===== src/rtl/arb_pkg.sv =====
package arb_pkg;

  typedef struct packed {
    logic take_rd;
    logic take_wr;
    logic drain;
  } arb_dec_t;

endpackage


===== src/rtl/arb_decide.sv =====
module arb_decide
  import arb_pkg::*;
#(
  parameter int QOS_W = 4
) (
  input  logic             rd_req,
  input  logic             wr_req,
  input  logic [QOS_W-1:0] rd_qos,
  input  logic [QOS_W-1:0] wr_qos,
  input  logic             buf_full,
  input  logic             at_limit,
  output arb_dec_t         dec
);

  logic wr_beats_rd;

  assign wr_beats_rd = buf_full && (wr_qos > rd_qos);

  always_comb begin
    dec = '0;
    if (rd_req && wr_req) begin
      if (at_limit || wr_beats_rd) begin
        dec.take_wr = 1'b1;
        dec.drain   = wr_beats_rd;
      end else begin
        dec.take_rd = 1'b1;
      end
    end else if (rd_req) begin
      dec.take_rd = 1'b1;
    end else if (wr_req) begin
      dec.take_wr = 1'b1;
    end
  end

endmodule


===== src/rtl/arb_balance.sv =====
module arb_balance #(
  parameter int THRESH = 4,
  parameter int CNT_W  = $clog2(THRESH + 1)
) (
  input  logic             clk,
  input  logic             rst,
  input  logic             arb_pt,
  input  logic             wr_req,
  input  logic             took_rd,
  input  logic             took_wr,
  output logic [CNT_W-1:0] cnt,
  output logic             at_limit
);

  localparam logic [CNT_W-1:0] CNT_MAX = CNT_W'(THRESH);

  assign at_limit = (cnt == CNT_MAX);

  always_ff @(posedge clk) begin
    if (rst) begin
      cnt <= '0;
    end else if (!wr_req) begin
      cnt <= '0;
    end else if (arb_pt) begin
      if (took_wr) begin
        cnt <= '0;
      end else if (took_rd && !at_limit) begin
        cnt <= cnt + 1'b1;
      end
    end
  end

endmodule


===== src/rtl/arb_grant_reg.sv =====
module arb_grant_reg
  import arb_pkg::*;
(
  input  logic     clk,
  input  logic     rst,
  input  logic     arb_pt,
  input  arb_dec_t dec,
  output logic     gnt_rd,
  output logic     gnt_wr,
  output logic     drain_req
);

  always_ff @(posedge clk) begin
    if (rst) begin
      gnt_rd    <= 1'b0;
      gnt_wr    <= 1'b0;
      drain_req <= 1'b0;
    end else begin
      drain_req <= 1'b0;
      if (arb_pt) begin
        gnt_rd    <= dec.take_rd;
        gnt_wr    <= dec.take_wr;
        drain_req <= dec.drain;
      end
    end
  end

endmodule


===== src/rtl/rw_burst_arb.sv =====
module rw_burst_arb
  import arb_pkg::*;
#(
  parameter int QOS_W  = 4,
  parameter int THRESH = 4
) (
  input  logic             clk,
  input  logic             rst,
  input  logic             rd_req,
  input  logic [QOS_W-1:0] rd_qos,
  input  logic             wr_req,
  input  logic [QOS_W-1:0] wr_qos,
  input  logic             aw_full,
  input  logic             wd_full,
  input  logic             burst_done,
  output logic             gnt_rd,
  output logic             gnt_wr,
  output logic             drain_req
);

  localparam int CNT_W = $clog2(THRESH + 1);

  logic             arb_pt;
  logic             buf_full;
  logic             at_limit;
  logic [CNT_W-1:0] bal_cnt;
  arb_dec_t         dec;

  assign buf_full = aw_full | wd_full;
  assign arb_pt   = !(gnt_rd || gnt_wr) || burst_done;

  arb_decide #(.QOS_W(QOS_W)) u_decide (
    .rd_req   (rd_req),
    .wr_req   (wr_req),
    .rd_qos   (rd_qos),
    .wr_qos   (wr_qos),
    .buf_full (buf_full),
    .at_limit (at_limit),
    .dec      (dec)
  );

  arb_balance #(.THRESH(THRESH), .CNT_W(CNT_W)) u_balance (
    .clk      (clk),
    .rst      (rst),
    .arb_pt   (arb_pt),
    .wr_req   (wr_req),
    .took_rd  (dec.take_rd),
    .took_wr  (dec.take_wr),
    .cnt      (bal_cnt),
    .at_limit (at_limit)
  );

  arb_grant_reg u_grant (
    .clk       (clk),
    .rst       (rst),
    .arb_pt    (arb_pt),
    .dec       (dec),
    .gnt_rd    (gnt_rd),
    .gnt_wr    (gnt_wr),
    .drain_req (drain_req)
  );

endmodule


===== config.mk =====
export PLATFORM = sky130hd
export DESIGN_NAME = rw_burst_arb
export DESIGN_NICKNAME = d
export VERILOG_FILES = /design/src/rtl/arb_pkg.sv /design/src/rtl/arb_decide.sv /design/src/rtl/arb_balance.sv /design/src/rtl/arb_grant_reg.sv /design/src/rtl/rw_burst_arb.sv
export SDC_FILE = /design/constraint.sdc
export NUM_CORES = 1
export LEC_CHECK = 0
export BUFFER_PORTS_ARGS = -buffer_cell sky130_fd_sc_hd__buf_2
export CORE_AREA = 2 2 39 41
export CTS_BUF_LIST = sky130_fd_sc_hd__clkbuf_8 sky130_fd_sc_hd__clkbuf_16
export DETAILED_ROUTE_END_ITERATION = 8
export DIE_AREA = 0 0 41 43
export GPL_TIMING_DRIVEN = 1
export HOLD_SLACK_MARGIN = 0.15
export PLACE_DENSITY = 0.58
export SYNTH_ARGS = -nofsm -noshare
export SYNTH_HDL_FRONTEND = slang
export SYNTH_SLANG_ARGS = --single-unit

===== constraint.sdc =====
create_clock -name clk -period 1.97 [get_ports clk]
set_input_delay 0.2955 -clock clk [delete_from_list [all_inputs] [get_ports clk]]
set_output_delay 0.2955 -clock clk [all_outputs]
set_load 0.05 [all_outputs]

Word level (Yosys, flattened, before mapping)
Index checks and enable logic that the tools add are counted.
{"block": "classes", "bitwise": 5, "magnitude_cmp": 1, "addsub": 1, "mux": 8, "n_reduce_logical": 12, "eq_ne": 1}
{"operator": "$mux W3", "count": 2}
{"operator": "$gt A4 B4 Y1", "count": 1}
{"operator": "$mux W1", "count": 4}
{"operator": "$mux W2", "count": 2}
{"operator": "$not A1 Y1", "count": 4}
{"operator": "$reduce_or A4 Y1", "count": 1}
{"operator": "$add A3 B1 Y3 const B", "count": 1}
{"operator": "$eq A3 B3 Y1 const B", "count": 1}
{"operator": "$logic_and A1 B1 Y1", "count": 3}
{"operator": "$logic_or A1 B1 Y1", "count": 3}
{"operator": "$logic_not A1 Y1", "count": 2}
{"operator": "$reduce_and A2 Y1", "count": 1}
{"operator": "$reduce_bool A2 Y1", "count": 1}
{"operator": "$reduce_or A2 Y1", "count": 1}
{"operator": "$or A1 B1 Y1", "count": 1}
{"block": "totals", "ff_bits": 6, "wordCells": 32}

Longest topological paths before layout
Gate-level depths: netlist of the first run.
{"block": "logic_depth", "depth_word": 8, "mapped_depth": 7}

Cells and area by module
Synthesis of the first run repeated with hierarchy kept, for this count alone.
{"block": "hier_totals", "cells_unflattened": 55, "area_unflattened_um2": 498.0}
{"mod": "arb_balance", "area_each_um2": 207.7, "seq_area_each_um2": 60.1, "cells_each": 23, "instances": 1}
{"mod": "arb_decide", "area_each_um2": 178.9, "seq_area_each_um2": 0.0, "cells_each": 22, "instances": 1}
{"mod": "arb_grant_reg", "area_each_um2": 97.6, "seq_area_each_um2": 60.1, "cells_each": 8, "instances": 1}
{"mod": "rw_burst_arb", "area_each_um2": 13.8, "seq_area_each_um2": 0.0, "cells_each": 2, "instances": 1}

Least setup slack after synthesis of the first run
Ideal clock, no wire load.
{"block": "synth_path", "path_kind": "input-to-reg", "from": "input port rd_qos[1]", "to": "register u_balance.cnt[1]", "slack_ps": 309, "arrival_ps": 1592, "path_buffers": 0, "path_stages": 7, "cell_sequence": "inv_1 ha_1 nor2b_4 o211ai_2 a21oi_2 or4b_1 a21oi_1"}
{"block": "synth_via", "elab_chain_len": 8, "elab_cells_between_ends": 10, "classes_between": "order compare: 1; mux: 4; reduce/logical: 5"}
{"element": "from (decl)", "line_no": "rw_burst_arb.sv:10", "source": "input logic [QOS_W-1:0] rd_qos,"}
{"element": "$gt A4 B4 Y1 (*)", "line_no": "arb_decide.sv:17", "source": "assign wr_beats_rd = buf_full && (wr_qos > rd_qos);"}
{"element": "$logic_and A1 B1 Y1 (*)", "line_no": "arb_decide.sv:17"}
{"element": "$logic_or A1 B1 Y1 (*)", "line_no": "arb_decide.sv:22", "source": "if (at_limit || wr_beats_rd) begin"}
{"element": "$mux W1", "line_no": "arb_decide.sv:22"}
{"element": "$mux W2 (*)", "line_no": "arb_decide.sv:21", "source": "if (rd_req && wr_req) begin"}
{"element": "$logic_and A1 B1 Y1", "line_no": "arb_balance.sv:27", "source": "end else if (took_rd && !at_limit) begin"}
{"element": "$reduce_bool A2 Y1 (no line)"}
{"element": "$reduce_and A2 Y1 (no line)"}
{"element": "to (signal assigned)", "line_no": "arb_balance.sv:28", "source": "cnt <= cnt + 1'b1;"}
{"element": "to (decl)", "line_no": "arb_balance.sv:11", "source": "output logic [CNT_W-1:0] cnt,"}
Mark *: on every way between the ends. The rest lies on a longest branch, timed or not.
A chain may end at the register's enable or synchronous reset.

Worst setup path after layout of the first run
{"block": "layout_path", "from": "register u_balance.cnt[0]", "to": "register u_balance.cnt[1]"}
{"block": "layout_via", "elab_chain_len": 7, "elab_cells_between_ends": 12, "classes_between": "add/sub: 1; eq/ne: 1; mux: 5; reduce/logical: 5"}
{"element": "$eq A3 B3 Y1", "line_no": "arb_balance.sv:17", "source": "assign at_limit = (cnt == CNT_MAX);"}
{"element": "$logic_or A1 B1 Y1", "line_no": "arb_decide.sv:22"}
{"element": "$mux W1", "line_no": "arb_decide.sv:22"}
{"element": "$mux W2", "line_no": "arb_decide.sv:21"}
{"element": "$logic_and A1 B1 Y1", "line_no": "arb_balance.sv:27"}
{"element": "$reduce_bool A2 Y1 (no line)"}
{"element": "$reduce_and A2 Y1 (no line)"}
Several ways; a longest one is shown, not always the timed one. The select of a mux whose other input is x is not followed.

==> results of run 1 <==
-- report_power, final --
group | total, W | internal (W) | leakage (nW) | switching, W
sequential | 0.000131 | 0.000128 | 0.0489 | 0.00000355
combinational | 0.0000810 | 0.0000346 | 0.196 | 0.0000464
clock | 0.000186 | 0.000131 | 0.0216 | 0.0000541
total | 0.000398 | 0.000294 | 0.266 | 0.000104
-- flip-flops by register name, summed over array words and instances (netlist names) --
register / cells
u_grant.drain_req: 1
u_grant.gnt_wr: 1
u_grant.gnt_rd: 1
u_balance.cnt: 3
-- Yosys cell counts --
| cell | count |
|---|---|
| or4b_1 | 1 |
| or4_1 | 1 |
| ha_1 | 6 |
| nand4_1 | 1 |
| o2bb2ai_1 | 1 |
| nand2b_1 | 5 |
| nor3b_1 | 1 |
| inv_1 | 6 |
| nor2_1 | 2 |
| and3_2 | 1 |
| a21oi_1 | 5 |
| o211ai_2 | 1 |
| nor2b_4 | 1 |
| o21ai_0 | 2 |
| nand2_1 | 3 |
| o211ai_1 | 1 |
| or3b_1 | 1 |
| dfxtp_1 | 6 |
| and2_1 | 1 |
| a21oi_2 | 1 |
| a211o_2 | 1 |
-- routing by layer --
| layer | global-route usage, % | up-vias |
|---|---|---|
| li1 | - | 210 |
| met1 | 11.8 | 159 |
| met2 | 15.9 | 19 |
| met3 | 1.57 | 4 |
| met4 | 16.0 | 0 |
| met5 | 0 | - |
-- worst paths after layout --
path	from	endpoint	slack [ns]	depth (start not counted)
hold reg to reg	u_balance.cnt[0]	u_balance.cnt[0]	0.49	2
setup / recovery	u_balance.cnt[0]	u_balance.cnt[1]	0.34	6
setup reg to reg	u_balance.cnt[0]	u_balance.cnt[1]	0.34	6
hold / removal	rst	u_grant.gnt_wr	0.28	2
-- cells by family (layout without fill, tap and decap cells) --
group           Yosys count  after routing
flops                     6              6
fa+ha+maj                 6              6
compound gates           12             12
buf+inv                   6             26
simple gates             18             18
-- through the flow --
step           util [%]  power [W]
4_1_cts            40.8   0.000408
3_5_place_dp       37.8   0.000216
3_3_place_gp       37.8   0.000215
6_report           40.8   0.000398
5_1_grt            40.8   0.000422
2_1_floorplan         -   0.000188
-- cell type report --
type,instances,share of cell area [%]
timing repair buffer,17,15.1
inverter,6,3.99
sequential,6,21.3
tap,16,3.55
multi-input combinational,36,48.8
clock buffer,3,7.32
-- cells in the final DEF (no fill, tap or decap), drive strengths merged --
cell type / instances
a211o: 1
a21oi: 6
and2: 1
and3: 1
buf: 17
clkbuf: 3
dfxtp: 6
ha: 6
inv: 6
nand2: 3
nand2b: 5
nand4: 1
nor2: 2
nor2b: 1
nor3b: 1
o211ai: 2
o21ai: 2
o2bb2ai: 1
or3b: 1
or4: 1
or4b: 1
==> flow_summary.json, run 1 <==
{
  "slowest_delay_ns": 0.48,
  "die_x_um": 41,
  "dr.max_layer_used": "met4",
  "min_period_over_period_pct": 82.9,
  "clock_latency_ns": 0.22,
  "cap_violations": 0,
  "synth_area_um2": 418,
  "dp_hpwl_um": 642,
  "syn_inst": 48,
  "nNetsFinal": 91,
  "leakage_nw": 0.266,
  "drtAntennaViolNets": 0,
  "wire_per_inst_um": 9.30,
  "timing.critical_path.max_delay_family": "simple AND/OR/NAND/NOR gates",
  "synth-simple-area-share_pct": 28.1,
  "antenna_found_initial": 0,
  "drc": 0,
  "seq_area_frac_synth_pct": 28.7,
  "synth_adder_area_share_pct": 18.0,
  "rsz0062_at_grt": "no",
  "fmax_mhz": 612,
  "dr.first_iter.drc_count": 1,
  "ys_top_cells_by_area": "dfxtp_1, ha_1, nand2b_1, a21oi_1, inv_1",
  "route.met2.wl_um": 339,
  "finalWirelength_um": 781,
  "cp-start-kind": "register",
  "grt_max_degree": 8,
  "fillers": 149,
  "h-tree-depth": 1,
  "whs_ns": 0.281,
  "dr.pass1.iters": 2,
  "vias_per_cell": 4.67,
  "grt_pass1_wl_mm": 1.28,
  "critPathKind": "reg -> reg",
  "multiInputGateArea_um2": 275,
  "slowest_stage": "or4b_1",
  "netlist-cell-type-count": 21,
  "worst_pin_slew_ns": 0.403,
  "fin_ws_ns": 0.337,
  "initial_utilization_pct": 30.2,
  "synthMuxAreaShare_pct": 0,
  "cts_sinks": 6,
  "seqCellArea_um2": 120,
  "setup_viol": 0,
  "status": "finished, final reports clean",
  "tns_ns": 0,
  "syn_to_final_growth_pct": 35.0,
  "core_area_um2": 1380,
  "synth_compound_area_share_pct": 19.8,
  "fin_area_um2": 564,
  "path_clk_slew_ns": 0.03,
  "grtUsageTotal_pct": 11.5,
  "synth-seq-cells": 6,
  "synth_top_family_by_area": "simple AND/OR/NAND/NOR gates",
  "overflow": 0,
  "routed-wl-met3_um": 68,
  "dp_slack_ns": 0.127,
  "diodes": 0,
  "first_global_vias": 343,
  "worst_setup_path_end_kind": "register",
  "synth_xor_area_share_pct": 0,
  "gp_congestion": 0.688,
  "cts_setup_buffers": 0,
  "cp_cell_sequence": "inv_1 -> ha_1 -> and2_1 -> nand2b_1 -> or4b_1 -> a21oi_1",
  "finalClockSkew_ns": 0.00362,
  "ys_warn_count": 0,
  "dpl-instance-area_um2": 523,
  "maxSlewHeadroom_pct": 73.0,
  "finalHoldViolCount": 0,
  "syn_area_per_cell_um2": 8.71,
  "ctsResizeCount": 0,
  "critPathBufInv": 1,
  "required_ns": 2.12,
  "io_buffers": 17,
  "dp.cells": 81,
  "rows": 14,
  "arrival_ns": 1.78,
  "peakVddDrop_mv": 0.141,
  "die_h_um": 43,
  "drive_above_1_share_pct": 36.8,
  "num_vias": 392,
  "cts_hold_buf": 0,
  "cp_max_fo": 4,
  "met1_length_um": 329,
  "hp-class": "in -> reg",
  "synth_top_area_share_pct": 28.7,
  "tritoncts": "yes",
  "dieArea_um2": 1760,
  "cts_made_buffers": 3,
  "ctsLongestPathBuffers": 2,
  "syn_nets": 69,
  "finalWorstPathRequiredPeriod_ns": 1.63,
  "finalNonFillerCells": 84,
  "synth_top_area_cell": "dfxtp_1",
  "ios": 18,
  "slew_violations": 0,
  "cts_root_buf": "clkbuf_8",
  "power_density_nw_per_um2": 705
}
Power figures use the tool's default switching activity.
==> run 2: changes to the inputs <==
--- a/config.mk
+++ b/config.mk
@@ -12,7 +12,7 @@
 export DIE_AREA = 0 0 41 43
 export GPL_TIMING_DRIVEN = 1
 export HOLD_SLACK_MARGIN = 0.15
-export PLACE_DENSITY = 0.58
+export PLACE_DENSITY = 0.6
 export SYNTH_ARGS = -nofsm -noshare
 export SYNTH_HDL_FRONTEND = slang
 export SYNTH_SLANG_ARGS = --single-unit
==> constraint.sdc (replaced) <==
create_clock -name clk -period 1.3 [get_ports clk]
set_input_delay 0.195 -clock clk [delete_from_list [all_inputs] [get_ports clk]]
set_output_delay 0.195 -clock clk [all_outputs]
set_load 0.05 [all_outputs]
==> run 2 against run 1 <==
The run now ends with negative setup slack left. Worst setup slack got worse by 0.48 ns. Flip-flop and latch count unchanged. Sequential power increased by 51%. Clock skew decreased by 0.00090 ns. Clock power increased by 53%. Final cell count increased by 8.3%. Critical endpoint unchanged.
==> flow_summary.json, run 2 (synthesis results as in run 1) <==
{
  "ctsLongestPathBuffers": 2,
  "finalHoldViolCount": 0,
  "worst_pin_slew_ns": 0.283,
  "hp-class": "in -> reg",
  "mostFrequentLayoutCell": "buf_2",
  "min_period_over_period_pct": 111,
  "fin_ws_ns": -0.144,
  "critPathBufInv": 1,
  "largest_reg_flops": 3,
  "syn_to_final_growth_pct": 66.2,
  "drive_above_1_share_pct": 62.7,
  "cp_max_fo": 3,
  "drc": 0,
  "setup_viol": 3,
  "finalWorstPathRequiredPeriod_ns": 1.44,
  "h-tree-depth": 1,
  "wire_per_inst_um": 10.0,
  "timing.critical_path.max_delay_family": "simple AND/OR/NAND/NOR gates",
  "initial_utilization_pct": 30.2,
  "cp-startpoint": "u_balance.cnt[0]",
  "r2r-end": "u_balance.cnt[1]",
  "slew_violations": 0,
  "leakage_nw": 0.311,
  "diodes": 0,
  "fillers": 137,
  "overflow": 0,
  "io_buffers": 17,
  "dr.pass1.iters": 4,
  "status": "finished, violations left",
  "reg2reg_slack_ns": -0.14,
  "slowest_delay_ns": 0.47,
  "num_vias": 430,
  "dp.cells": 88,
  "cap_violations": 0,
  "grt_max_degree": 8,
  "cts_sinks": 6,
  "nNetsFinal": 98,
  "worst_setup_path_end_kind": "register",
  "peakVddDrop_mv": 0.663,
  "power_density_nw_per_um2": 941,
  "cts_hold_buf": 0,
  "grt_pass1_wl_mm": 1.51,
  "grtUsageTotal_pct": 13.2,
  "fmax_mhz": 692,
  "finalClockSkew_ns": 0.00272,
  "rsz0062_at_grt": "yes",
  "slowest_stage": "or4b_1",
  "critPathKind": "reg -> reg",
  "arrival_ns": 1.59,
  "cp_cell_sequence": "inv_2 -> ha_4 -> and2_4 -> nand2b_4 -> or4b_1 -> a21oi_1",
  "antenna_found_initial": 0,
  "cp-start-kind": "register",
  "r2r_cells": 6,
  "dr.first_iter.drc_count": 7,
  "vias_per_cell": 4.73,
  "finalNonFillerCells": 91,
  "path_clk_slew_ns": 0.04,
  "rows": 14,
  "maxSlewHeadroom_pct": 81.1,
  "dieArea_um2": 1760,
  "cp-endpoint": "u_balance.cnt[1]",
  "first_global_vias": 380,
  "tritoncts": "yes",
  "die_h_um": 43,
  "dp_hpwl_um": 731,
  "die_x_um": 41,
  "violations": "negative setup slack",
  "cts_root_buf": "clkbuf_8",
  "drtAntennaViolNets": 0,
  "cts_setup_buffers": 0,
  "clock_latency_ns": 0.22,
  "ios": 18,
  "cts_made_buffers": 3,
  "regMostFlops": "u_balance.cnt",
  "path_depth": 6,
  "r2r-start": "u_balance.cnt[0]",
  "dp_slack_ns": -0.349,
  "core_area_um2": 1380,
  "required_ns": 1.45,
  "gp_congestion": 0.754,
  "finalWirelength_um": 914,
  "final_cell_mix": "buf_2, buf_4, nand2b_1, a21oi_1"
}
==> run 2: cell type report <==
type                    instances  area (µm²)  area share, %
well taps                      16        20.0           2.88
flip-flops and latches          6         130           18.7
clock buffers                   3        41.3           5.95
multi-input cells              36         332           47.7
inverters                       6        27.5           3.96
repair buffers                 24         144           20.7
==> run 2: repair_timing <==
item / 4_1_cts / 5_1_grt
endpoints found under the setup margin: 3 / 5
pin swaps: 6 / 3
resized for setup: 5 / 4
==> run 2: worst min-delay path by stage <==
stage / startpoint / end / slack, ns / cells past startpoint
finish: rst / u_grant.gnt_wr / 0.17 / 2
floorplan: rst / u_grant.gnt_wr / 0.25 / 1
CTS: rst / u_grant.gnt_wr / 0.16 / 2
global route: rst / u_grant.gnt_wr / 0.17 / 2
detailed placement: rst / u_grant.gnt_wr / 0.40 / 2
global placement: rst / u_grant.gnt_wr / 0.40 / 2
==> run 2: report_power, final <==
part           switching (W)  internal (W)  total (W)
registers         0.00000499      0.000193   0.000198
logic              0.0000861     0.0000838   0.000170
clock network      0.0000854      0.000199   0.000285
==> run 2: stage by stage <==
| step | util [%] | hold slack, ns | instance area (µm²) | TNS [ns] | total power [W] |
|---|---|---|---|---|---|
| floorplan | - | 0.254 | 473 | -0.438 | 0.000300 |
| global placement | 45.6 | 0.400 | 631 | -1.18 | 0.000366 |
| detailed placement | 45.6 | 0.395 | 631 | -1.30 | 0.000367 |
| CTS | 49.4 | 0.165 | 683 | -0.368 | 0.000663 |
| global route | 50.2 | 0.174 | 694 | -0.553 | 0.000692 |
| finish | 50.2 | 0.166 | 694 | -0.331 | 0.000653 |
==> run 2: metal layers <==
| layer | track usage, % | wire [µm] | share of wire [%] |
|---|---|---|---|
| met1 | 15.1 | 406 | 44 |
| met2 | 19.1 | 418 | 46 |
| met3 | 3.14 | 57 | 6.2 |
| met4 | 12.0 | 31 | 3.4 |
| met5 | 0 | 0 | 0 |
